**src/rtl/tbl_base_bank.sv**
```systemverilog
`timescale 1ns/1ps
module tbl_base_bank #(
  parameter int ADDR_W   = 12,
  parameter int NUM_ENT  = 8,
  parameter int CTRL_OFS = 'h000,
  parameter int BANK_OFS = 'h100,
  parameter logic [NUM_ENT*3-1:0] KINDS = 24'h000021,
  parameter logic [NUM_ENT*5-1:0] SIZES = 40'h00000001E7
) (
  input  logic              clk,
  input  logic              rst_n,
  input  logic              acc_valid,
  input  logic              acc_write,
  input  logic              acc_wide,
  input  logic [ADDR_W-1:0] acc_addr,
  input  logic [63:0]       acc_wdata,
  output logic [63:0]       acc_rdata
);
  localparam int IDX_W = (NUM_ENT > 1) ? $clog2(NUM_ENT) : 1;
  localparam logic [63:0] RO_MASK = 64'h071F_0000_0000_0000;
  localparam logic [ADDR_W:0] BASE_A = (ADDR_W+1)'(BANK_OFS);
  localparam logic [ADDR_W:0] END_A  = (ADDR_W+1)'(BANK_OFS + 8*NUM_ENT);
  localparam logic [ADDR_W-4:0] CTRL_W = (ADDR_W-3)'(CTRL_OFS >> 3);

  logic              en_q;
  logic [63:0]       wbits_q [NUM_ENT];
  logic [63:0]       ent_val [NUM_ENT];
  logic [ADDR_W-1:0] off;
  logic [IDX_W-1:0]  idx;
  logic              bank_hit, ctrl_hit, wr_acc, rd_acc;
  logic [63:0]       wmask, wdata_al, full_val;

  assign off      = acc_addr - ADDR_W'(BANK_OFS);
  assign idx      = off[IDX_W+2:3];
  assign bank_hit = ({1'b0, acc_addr} >= BASE_A) && ({1'b0, acc_addr} < END_A);
  assign ctrl_hit = acc_addr[ADDR_W-1:3] == CTRL_W;
  assign wr_acc   = acc_valid && acc_write;
  assign rd_acc   = acc_valid && !acc_write;

  wire unused_addr = ^{acc_addr[1:0], off};

  assign wdata_al = acc_wide     ? acc_wdata :
                    acc_addr[2]  ? {acc_wdata[31:0], 32'h0} : {32'h0, acc_wdata[31:0]};
  assign wmask    = ~RO_MASK & (acc_wide    ? {64{1'b1}} :
                                acc_addr[2] ? {{32{1'b1}}, 32'h0} : {32'h0, {32{1'b1}}});

  always_ff @(posedge clk or negedge rst_n) begin
    if (!rst_n)
      en_q <= 1'b0;
    else if (wr_acc && ctrl_hit && (acc_wide || !acc_addr[2]))
      en_q <= acc_wdata[0];
  end

  genvar gi;
  generate
    for (gi = 0; gi < NUM_ENT; gi++) begin : g_ent
      localparam logic [2:0] KIND = KINDS[gi*3 +: 3];
      localparam logic [4:0] ESZ  = SIZES[gi*5 +: 5];
      localparam bit IMPL = (KIND != 3'd0);
      localparam logic [63:0] RO_VAL = IMPL ? ({5'd0, KIND, 3'd0, ESZ, 48'd0}) : 64'd0;
      logic hit;

      assign hit = wr_acc && bank_hit && (idx == IDX_W'(gi)) && !en_q && IMPL;

      always_ff @(posedge clk or negedge rst_n) begin
        if (!rst_n)
          wbits_q[gi] <= 64'd0;
        else if (hit)
          wbits_q[gi] <= (wbits_q[gi] & ~wmask) | (wdata_al & wmask);
      end

      assign ent_val[gi] = IMPL ? ((wbits_q[gi] & ~RO_MASK) | RO_VAL) : 64'd0;

      AST_LOCKED_HOLD: assert property (@(posedge clk) disable iff (!rst_n)
        en_q |=> $stable(wbits_q[gi]));

      AST_UPPER_KEEPS_LOWER: assert property (@(posedge clk) disable iff (!rst_n)
        (wr_acc && bank_hit && idx == IDX_W'(gi) && !acc_wide && acc_addr[2])
        |=> $stable(wbits_q[gi][31:0]));

      if (!IMPL) begin : g_unimp
        AST_EMPTY_SLOT_ZERO: assert property (@(posedge clk) disable iff (!rst_n)
          wbits_q[gi] == 64'd0);
      end
    end
  endgenerate

  always_comb begin
    full_val = 64'd0;
    if (bank_hit)      full_val = ent_val[idx];
    else if (ctrl_hit) full_val = {63'd0, en_q};
  end

  assign acc_rdata = !rd_acc   ? 64'd0 :
                     acc_wide  ? full_val :
                     {32'h0, (acc_addr[2] ? full_val[63:32] : full_val[31:0])};

  AST_OUTSIDE_READS_ZERO: assert property (@(posedge clk) disable iff (!rst_n)
    (rd_acc && !bank_hit && !ctrl_hit) |-> acc_rdata == 64'd0);

  AST_NARROW_UPPER_ZERO: assert property (@(posedge clk) disable iff (!rst_n)
    (acc_valid && !acc_wide) |-> acc_rdata[63:32] == 32'd0);

  AST_RUN_BIT_LOAD: assert property (@(posedge clk) disable iff (!rst_n)
    (wr_acc && ctrl_hit && (acc_wide || !acc_addr[2])) |=> en_q == $past(acc_wdata[0]));
endmodule

```
**config.mk**
```make
export PLATFORM = sky130hd
export DESIGN_NAME = tbl_base_bank
export DESIGN_NICKNAME = d
export VERILOG_FILES = /design/src/rtl/tbl_base_bank.sv
export SDC_FILE = /design/constraint.sdc
export NUM_CORES = 1
export LEC_CHECK = 0
export BUFFER_PORTS_ARGS = -buffer_cell sky130_fd_sc_hd__buf_2
export CORE_MARGIN = 5
export CORE_UTILIZATION = 54
export CTS_CLUSTER_DIAMETER = 100
export DETAILED_ROUTE_END_ITERATION = 12
export PLACE_DENSITY = 0.84
export SYNTH_ARGS = -nofsm -noshare
export SYNTH_HDL_FRONTEND = slang
export SYNTH_SLANG_ARGS = --single-unit
```
**constraint.sdc**
```tcl
create_clock -name clk -period 1.95 [get_ports clk]
set_input_delay 0.0975 -clock clk [delete_from_list [all_inputs] [get_ports clk]]
set_output_delay 0.0975 -clock clk [all_outputs]
set_load 0.01 [all_outputs]
```
After elaboration in Yosys (flattened, before gate mapping)
Index checks and enable logic that the tools add are counted.

Add/sub/neg operators: 1. $mul: 0. Div/mod/pow operators: 0. $lt $le $gt $ge: 3. Equal/unequal tests: 1. Shifts and indexed selects: 0. Mux-type cells: 12. Bitwise logic cells: 7. Reduce and logical (&&, ||, !) cells: 16.

Operator list (count): $mux 64 (9); $and 64x64->64 (3); $bmux 64 s3 (1); $or 64x64->64 (2); $not 64->64 (1); $mux 32 (1); $ge 12x9->1 const B (1); $lt 12x9->1 const B (1); $logic_and 1x1->1 (10); $logic_not 9->1 (1); $sub 6x1->6 const B (1); $ge 4x4->1 const B (1); $not 3->4 (1); $eq 3x1->1 const B (1); $logic_not 1->1 (3); $logic_not 3->1 (1); $logic_or 1x1->1 (1); $mux 1 (1).

Register bits after elaboration: 129. Bits in latches: 0. Bits in writable memories: 0. ROM bits: 0. Bits of input ports: 81. Logic and storage cells: 43. Memories: 0.

Logic depth before layout (Yosys ltp)
Gate-level depths: netlist (run 1).

Depth in word-level cells: 9. Gate-level depth with buffers: 6. Gate-level depth less buffers: 4.

Least setup slack after synthesis (run 1)
No wires, ideal clock.

Path kind: flip-flop to flip-flop. From: reg en_q. To: reg with a tool-made name. Library setup time: 0.125 ns. Data arrival time: 1.649 ns. Required time: 1.825 ns. Slack: 0.176 ns. Cell stages (with the launch flop): 6. Path buffers: 1. Cells stage by stage: dfrtp_1 > nor4b_1 > nand3_1 > nor2_1 > buf_2 > mux2_2.

RTL lines: from (decl) (RTL line 25) `logic en_q;`; from (signal assigned) (RTL line 51) `en_q <= acc_wdata[0];`.

==> results of run 1 <==
==> synth_stat cells, drive strengths merged <==
library cell,instances,share of area
nand3b,3,0.0039
or4b,1,0.0017
buf,22,0.022
and3,3,0.0033
a21oi,5,0.0044
conb,1,0.00065
o21ai,4,0.0035
a211oi,45,0.059
nand2b,1,0.0011
and2,2,0.0022
a22o,24,0.037
mux2,113,0.23
a31oi,1,0.0011
nand2,3,0.0020
mux2i,30,0.052
and3b,1,0.0015
nor4b,2,0.0030
inv,2,0.0013
nand3,4,0.0035
nor2,26,0.017
nor3,5,0.0044
clkbuf,19,0.012
mux4,1,0.0039
o211a,1,0.0017
dfrtp,113,0.49
nor2b,24,0.026
nor4,2,0.0059
==> layout by cell type (no fill, tap or decap), types with 16 or more instances in the layout <==
cell           instances
buf_2                130
dfrtp_1              113
mux2_2                90
dlygate4sd3_1         48
a211oi_1              45
mux2i_1               30
nor2_1                25
a22o_1                24
nor2b_1               23
buf_4                 22
mux2_4                20
clkbuf_16             16
==> metal layers <==
metal | vias to the layer above | share of wire
met3 | 41 | 0.061
met5 | - | 0
met2 | 198 | 0.51
met1 | 2287 | 0.41
met4 | 0 | 0.025
li1 | 2048 | -
==> power groups by stage <==
stage / registers [mW] / clock network, mW / logic [mW]
CTS: 2.39 / 3.01 / 0.458
finish: 2.39 / 2.98 / 0.466
global placement: 2.42 / 0 / 0.366
floorplan: 2.42 / 0 / 0.180
global route: 2.39 / 3.13 / 0.503
detailed placement: 2.42 / 0 / 0.381
==> metrics by stage <==
| stage | setup slack [ns] | utilization |
|---|---|---|
| floorplan | 0.176 | - |
| global placement | 0.0151 | 0.641 |
| detailed placement | -0.0403 | 0.641 |
| CTS | 0.0104 | 0.742 |
| global route | -0.0469 | 0.743 |
| finish | 0.0663 | 0.743 |
==> timing repair <==
item,CTS,global route
hold endpoints to repair,201,0
resized for setup,0,1
setup buffers,0,0
hold buffers,48,0
endpoints found under the setup margin,0,32
==> cell type report <==
class	instances	area share
timing repair buffer	204	0.179
tap	136	0.0221
sequential	113	0.367
multi-input combinational	303	0.357
clock buffer	24	0.0637
inverter	2	0.000975
clock inverter	5	0.0101
==> cell families after synthesis <==
logic type,after synthesis
other cells,1
mux,144
flops,113
compound gates,80
simple gates,77
buf+inv,43
==> final timing paths <==
check | to | cells after the start
setup / recovery | flip-flop | 5
min in group clk | flip-flop | 3
hold reg to reg | flip-flop | 1
setup reg to reg | flip-flop | 5
max in group asynchronous | async pin | 3
hold / removal | async pin | 2
==> flow_metrics.tcl, run 1 <==
set metrics [dict create \
    status "finished clean" \
    grt.busiest_layer "met2" \
    viasPerCell 5.81 \
    synth_cell_types 33 \
    grt_max_degree 85 \
    p_per_area_mw_per_mm2 758 \
    drive_above_1_share 0.461 \
    row_count 37 \
    slowest_delay_ns 0.45 \
    required_ns 2.34 \
    clock_skew_ns 0.00685 \
    layout.nets 722 \
    wl_per_cell_um 20.1 \
    cpMaxStageDelayCell "dfrtp_1" \
    die_w_um 113 \
    cts_tree "yes" \
    p_clk_frac 0.511 \
    leakage_nw 3.97 \
    path_buf_inv 1 \
    timing.setup.tns_ns 0 \
    clk_path_buf_depth 2 \
    cts_made_buffers 17 \
    die_h_um 113 \
    synth_fa_ha_area_frac 0 \
    power_switching_mw 1.28 \
    gp_routability_congestion 0.898 \
    io_buffers 132 \
    crit_fanout 9 \
    drc 0 \
    drt_iter0_markers 279 \
    hold_violations 0 \
    max-vdd-ir-drop_mv 0.574 \
    syn_area_per_cell_um2 12.6 \
    min_period_over_period 0.966 \
    muxShareOfSynthArea 0.291 \
    synth-compound-area-share 0.106 \
    nFillCells 653 \
    crit_path_start "en_q" \
    final_cells 787 \
    multiInputGateArea_mm2 0.00275 \
    start_util 0.554 \
    power_mw 5.84 \
    wirelength_um 15800 \
    die_area_mm2 0.0128 \
    seqCellArea_mm2 0.00283 \
    drt_pre_antenna_iters 4 \
    clk_pin_slew_worst_paths_ns 0.05 \
    dr_total_vias 4574 \
    ant_nets 0 \
    ys_seq_area_frac 0.492 \
    synth_top_family_by_area "multiplexers" \
    switching_share 0.219 \
    grt_first_pass_wirelength_um 25500 \
    place_area_mm2 0.00665 \
    reg2reg_from "en_q" \
    clkSinkCount 113 \
    clk_latency_ns 0.52 \
    antenna_found_initial 0 \
    core_mm2 0.0104 \
    period_minus_slack_ns 1.88 \
    overflow 0 \
    seq_power_share 0.409 \
    finalSetupViolCount 0 \
    use_met3 0.0455 \
    first_global_vias 5079 \
    syn_to_final_growth_pct 34.0 \
    synthesis.area_mm2 0.00575 \
    gr-usage-met2 0.424 \
    synth-simple-area-share 0.0755 \
    ys_seq_elements 113 \
    p_int_mw 4.56 \
    cts-root-buf "clkbuf_8" \
    critPathTopFamily "simple AND/OR/NAND/NOR gates" \
    gr-usage-met1 0.315 \
    htree_levels 4 \
    ioPinCount 145 \
    drv_cap 0 \
    power_frac_comb 0.080 \
    maxSlewViolCount 0 \
    yosys_warnings 0 \
    n_antenna_cell 0 \
    synthCells 458 \
    crit_arrival_ns 2.27 \
    timing.hold.ws_ns 0.00520 \
    start_kind "flip-flop" \
    gr-usage-all-layers 0.251 \
    r2r_slack_ns 0.07 \
    critPathKind "flip-flop to flip-flop" \
    dp.cells 710 \
    path_cells "nor4b_2 -> nand3_1 -> nor2_4 -> buf_4 -> mux2_2" \
    end_kind "flip-flop" \
    dp_hpwl_um 9820 \
    min_path_type "input pin to async pin" \
    fin_area_mm2 0.00770 \
    synthXorXnorAreaFrac 0 \
    max_freq_mhz 531 \
]
Power figures use the tool's default switching activity.
==> run 2, diff against run 1 <==
--- a/config.mk
+++ b/config.mk
@@ -6,11 +6,11 @@
 export NUM_CORES = 1
 export LEC_CHECK = 0
 export BUFFER_PORTS_ARGS = -buffer_cell sky130_fd_sc_hd__buf_2
-export CORE_MARGIN = 5
-export CORE_UTILIZATION = 54
+export CORE_UTILIZATION = 55
+export CTS_BUF_LIST = sky130_fd_sc_hd__clkbuf_8
 export CTS_CLUSTER_DIAMETER = 100
 export DETAILED_ROUTE_END_ITERATION = 12
-export PLACE_DENSITY = 0.84
+export PLACE_DENSITY = 0.85
 export SYNTH_ARGS = -nofsm -noshare
 export SYNTH_HDL_FRONTEND = slang
 export SYNTH_SLANG_ARGS = --single-unit
==> run 2 against run 1 <==
Net effect:
- combinational power fell by 5.8%
- cell area decreased by 2.8%
- routed wire length shrank 8.2%
- non-clock buffer count down 17
- first-iteration DRC count fell by 21%
- setup slack improved by 0.038 ns
- cell count down 2.0%
- global-route usage is 3.0 points higher
- utilization increased by 0.92 points
- die area decreased by 15%
- hold slack better by 0.055 ns
- power down 7.3%
==> flow_metrics.tcl, run 2 (synthesis results as in run 1) <==
set metrics [dict create \
    gr-usage-all-layers 0.281 \
    maxSlewViolCount 0 \
    min_period_over_period 0.946 \
    clk_path_buf_depth 2 \
    reg2regPathDepth 6 \
    cpMaxStageDelayCell "dfrtp_1" \
    p_clk_frac 0.478 \
    r2r_slack_ns 0.10 \
    max-vdd-ir-drop_mv 0.504 \
    cts-root-buf "clkbuf_8" \
    hold_violations 0 \
    switching_share 0.216 \
    grt_first_pass_wirelength_um 23700 \
    drt_iter0_markers 220 \
    overflow 0 \
    grt_max_degree 114 \
    slew_headroom 0.584 \
    start_util 0.578 \
    p_int_mw 4.24 \
    hold_depth 3 \
    max_freq_mhz 542 \
    clkSinkCount 113 \
    cts_setup_buffers 0 \
    cts_tree "yes" \
    die_h_um 104 \
    end_kind "flip-flop" \
    status "finished clean" \
    p_per_area_mw_per_mm2 723 \
    mostFrequentLayoutCells "buf_2, dfrtp_1, mux2_2" \
    dr_total_vias 4424 \
    clk_latency_ns 0.42 \
    start_kind "flip-flop" \
    slowest_delay_ns 0.41 \
    drc 0 \
    die_w_um 104 \
    antenna_found_initial 1 \
    required_ns 2.25 \
    first_global_vias 4808 \
    htree_levels 4 \
    drive_above_1_share 0.471 \
    row_count 36 \
    period_minus_slack_ns 1.85 \
    ioPinCount 145 \
    crit_fanout 22 \
    leakage_nw 3.88 \
    io_buffers 132 \
    layout.nets 705 \
    wirelength_um 14500 \
    worstMarginPinSlew_ns 0.623 \
    finalSetupViolCount 0 \
    wl_per_cell_um 18.9 \
    path_cells "nor4b_2 -> buf_4 -> nand3_1 -> nor2_4 -> buf_12 -> mux2_2" \
    syn_to_final_growth_pct 30.2 \
    path_buf_inv 2 \
    multiInputGateArea_mm2 0.00275 \
    fin_area_mm2 0.00748 \
    viasPerCell 5.74 \
    rsz0062_at_grt "no" \
    clock_skew_ns 0.00578 \
    seq_power_share 0.440 \
    dp_hpwl_um 9170 \
    ant_nets 0 \
    worst-path-stages 6 \
    power_frac_comb 0.081 \
    min_path_type "input pin to flip-flop" \
    power_switching_mw 1.17 \
    critPathKind "flip-flop to flip-flop" \
    timing.hold.ws_ns 0.0600 \
    crit_arrival_ns 2.15 \
    seqCellArea_mm2 0.00283 \
    drv_cap 0 \
    nFillCells 629 \
    critPathTopFamily "simple AND/OR/NAND/NOR gates" \
    clk_pin_slew_worst_paths_ns 0.07 \
    timing.setup.tns_ns 0 \
    layout_commonest_cell "buf_2" \
    die_area_mm2 0.0109 \
    gp_routability_congestion 0.841 \
    core_mm2 0.00995 \
    drt_pre_antenna_iters 4 \
    cts_made_buffers 17 \
    place_area_mm2 0.00668 \
]
[run 2: area by class of cell]
type | instances | area share
Tap cell | 133 | 0.0222
Clock inverter | 14 | 0.0294
Antenna cell | 1 | 0.000334
Sequential cell | 113 | 0.378
Timing Repair Buffer | 187 | 0.169
Clock buffer | 18 | 0.0331
Multi-Input combinational cell | 303 | 0.368
Inverter | 2 | 0.00100
[run 2: path summary, 6_finish.rpt]
path / from / end
min reg2reg: flip-flop / flip-flop
max in group asynchronous: rst_n / async pin
min: acc_wdata[63] / flip-flop
min in group asynchronous: rst_n / async pin
max: en_q / flip-flop
max reg2reg: en_q / flip-flop
[run 2: metal layers]
layer	GRT usage	vias to the layer above	wire length [um]
met5	0	-	0
met4	0.156	0	433
met3	0.0608	41	705
met2	0.466	170	7370
met1	0.341	2198	6030
li1	-	2015	-
[run 2: timing repair]
| action | CTS | global route |
|---|---|---|
| endpoints found under the hold margin | 178 | 0 |
| endpoints found under the setup margin | 0 | 22 |
| hold buffers | 33 | 0 |
| resized for setup | 0 | 1 |
[run 2: worst register-to-register path, cell delays in order, from the launching register on]
cell and delay (ns):
dfrtp_1 0.41, nor4b_2 0.28, buf_4 0.16, nand3_1 0.11
nor2_4 0.17, buf_12 0.22, mux2_2 0.37
[run 2: power groups by stage]
| stage | Sequential, mW | Combinational [mW] | Clock, mW |
|---|---|---|---|
| 2_1_floorplan | 2.42 | 0.180 | 0 |
| 3_3_place_gp | 2.42 | 0.368 | 0 |
| 3_5_place_dp | 2.42 | 0.383 | 0 |
| 4_1_cts | 2.38 | 0.436 | 2.62 |
| 5_1_grt | 2.38 | 0.476 | 2.74 |
| 6_report | 2.38 | 0.439 | 2.59 |
[run 2: per-stage QoR]
stage                     worst slack (ns)   util  total power [mW]  cells
after floorplan                      0.176      -              2.60    459
after global routing                0.0268  0.752              5.60    771
after CTS                           0.0153  0.751              5.44    770
after detailed placement           0.00122  0.671              2.81    705
after global placement              0.0251  0.671              2.79    705
final                                0.104  0.752              5.41    771
==> run 3, diff against run 2 <==
==> config.mk (replaced) <==
export PLATFORM = sky130hd
export DESIGN_NAME = tbl_base_bank
export DESIGN_NICKNAME = d
export VERILOG_FILES = /design/src/rtl/tbl_base_bank.sv
export SDC_FILE = /design/constraint.sdc
export NUM_CORES = 1
export LEC_CHECK = 0
export CORE_MARGIN = 8
export CORE_UTILIZATION = 55
export CTS_BUF_LIST = sky130_fd_sc_hd__clkbuf_8
export CTS_CLUSTER_DIAMETER = 100
export DETAILED_ROUTE_END_ITERATION = 12
export DONT_BUFFER_PORTS = 1
export PLACE_DENSITY = 0.73
export SYNTH_ARGS = -nofsm -noshare
export SYNTH_HDL_FRONTEND = slang
export SYNTH_SLANG_ARGS = --single-unit
==> run 3 against run 2 <==
Net effect:
- maximum frequency up 1.2%
- largest cell class unchanged
- first-iteration DRC count fell by 1.4%
- critical path type is now input pin to flip-flop
- the run now ends with negative hold slack left
- hold slack worse by 0.70 ns
==> flow_metrics.tcl, run 3 (synthesis results as in run 1) <==
set metrics [dict create \
    status "complete, but fails checks" \
    violations "negative hold slack" \
    wirelength_um 14800 \
    max-vdd-ir-drop_mv 0.380 \
    overflow 0 \
    clock_skew_ns 0.00583 \
    drt_iter0_markers 217 \
    hold_violations 113 \
    reg2reg_from "en_q" \
    first_global_vias 4755 \
    syn_to_final_growth_pct 28.1 \
    finalSetupViolCount 0 \
    wl_per_cell_um 20.6 \
    timing.setup.tns_ns 0 \
    grt_first_pass_wirelength_um 24500 \
    period_minus_slack_ns 1.82 \
    die_area_mm2 0.0140 \
    dp_hpwl_um 9220 \
    viasPerCell 5.85 \
    io_buffers 0 \
    rsz0062_at_grt "no" \
    htree_levels 4 \
    dr_total_vias 4218 \
    leakage_nw 3.60 \
    cts-root-buf "clkbuf_8" \
    row_count 37 \
    drive_above_1_share 0.368 \
    min_path_type "input pin to async pin" \
    clk_latency_ns 0.43 \
    maxSlewViolCount 0 \
    start_util 0.562 \
    end_kind "flip-flop" \
    p_per_area_mw_per_mm2 637 \
    slew_headroom 0.408 \
    crit_fanout 16 \
    crit_path_start "acc_wide" \
    clk_pin_slew_worst_paths_ns 0.07 \
    nFillCells 700 \
    crit_arrival_ns 2.19 \
    cts_made_buffers 17 \
    power_mw 4.69 \
    drv_cap 0 \
    layout_commonest_cell "dfrtp_1" \
    critPathKind "input pin to flip-flop" \
    clk_path_buf_depth 2 \
    die_h_um 118 \
    layout.nets 656 \
    cts_hold_buf 67 \
    mostFrequentLayoutCells "dfrtp_1, mux2_2, dlygate4sd3_1, buf_4, a211oi_1" \
    timing.hold.ws_ns -0.638 \
    start_kind "input pin" \
    max_freq_mhz 548 \
    ioPinCount 145 \
    antenna_found_initial 0 \
    worstMarginPinSlew_ns 0.885 \
    drc 0 \
    gr-usage-all-layers 0.217 \
    cts_tree "yes" \
    required_ns 2.32 \
    die_w_um 118 \
    reg2regPathDepth 3 \
    core_mm2 0.0102 \
    r2r_slack_ns 0.16 \
    ant_nets 0 \
    drt_pre_antenna_iters 6 \
    pre_cts_ws_ns 0.107 \
    n_antenna_cell 0 \
    clkSinkCount 113 \
    min_period_over_period 0.935 \
    grt_max_degree 114 \
    worst_slack_ns 0.126 \
    gp_routability_congestion 0.768 \
]
run 3: area by class of cell:
type	instances	area, um2	share of cell area
clock inverter	8	65.1	0.00883
clock buffer	21	289	0.0392
tap	136	170	0.0231
multi-input combinational	303	2750	0.374
sequential	113	2830	0.384
timing repair buffer	138	1250	0.170
inverter	2	7.51	0.00102
run 3: per-stage QoR:
| step | cell area, um2 | std cells | util | hold slack (ns) |
|---|---|---|---|---|
| floorplan | 5750 | 459 | - | -0.198 |
| global placement | 6330 | 625 | 0.619 | -0.194 |
| detailed placement | 6330 | 625 | 0.619 | -0.193 |
| CTS | 7360 | 721 | 0.719 | -0.660 |
| global route | 7360 | 721 | 0.720 | -0.662 |
| finish | 7360 | 721 | 0.720 | -0.638 |
run 3: power breakdown:
| part | total, mW | leakage, nW | internal [mW] | switching, mW |
|---|---|---|---|---|
| logic | 0.321 | 1.83 | 0.192 | 0.128 |
| clock network | 1.99 | 0.192 | 1.10 | 0.888 |
| registers | 2.38 | 1.58 | 2.37 | 0.0126 |
| total | 4.69 | 3.60 | 3.66 | 1.03 |
run 3: metal layers:
layer  vias up  wire [um]  GRT usage
met1      2125       6180      0.258
met3        23       1100     0.0733
met2       155       7320      0.360
met4         0        246     0.0801
li1       1915          -          -
met5         -          0          0
run 3: worst min path at each step:
stage / to / cells after the start / from
after floorplan: async pin / 0 / rst_n
after global placement: async pin / 0 / rst_n
after detailed placement: async pin / 0 / rst_n
after CTS: async pin / 0 / rst_n
after global routing: async pin / 0 / rst_n
final: async pin / 0 / rst_n
run 3: repair_timing:
| item | 4_1_cts | 5_1_grt |
|---|---|---|
| endpoints found under the setup margin | 0 | 7 |
| gates resized for setup | 0 | 1 |
| buffers inserted | 0 | 0 |
| hold endpoints to repair | 225 | 113 |
run 3: critical path, stage by stage:
cell and delay [ns]:
dlygate4sd3_1 1.11, a22o_1 0.26, dlygate4sd3_1 0.56, mux2_2 0.15
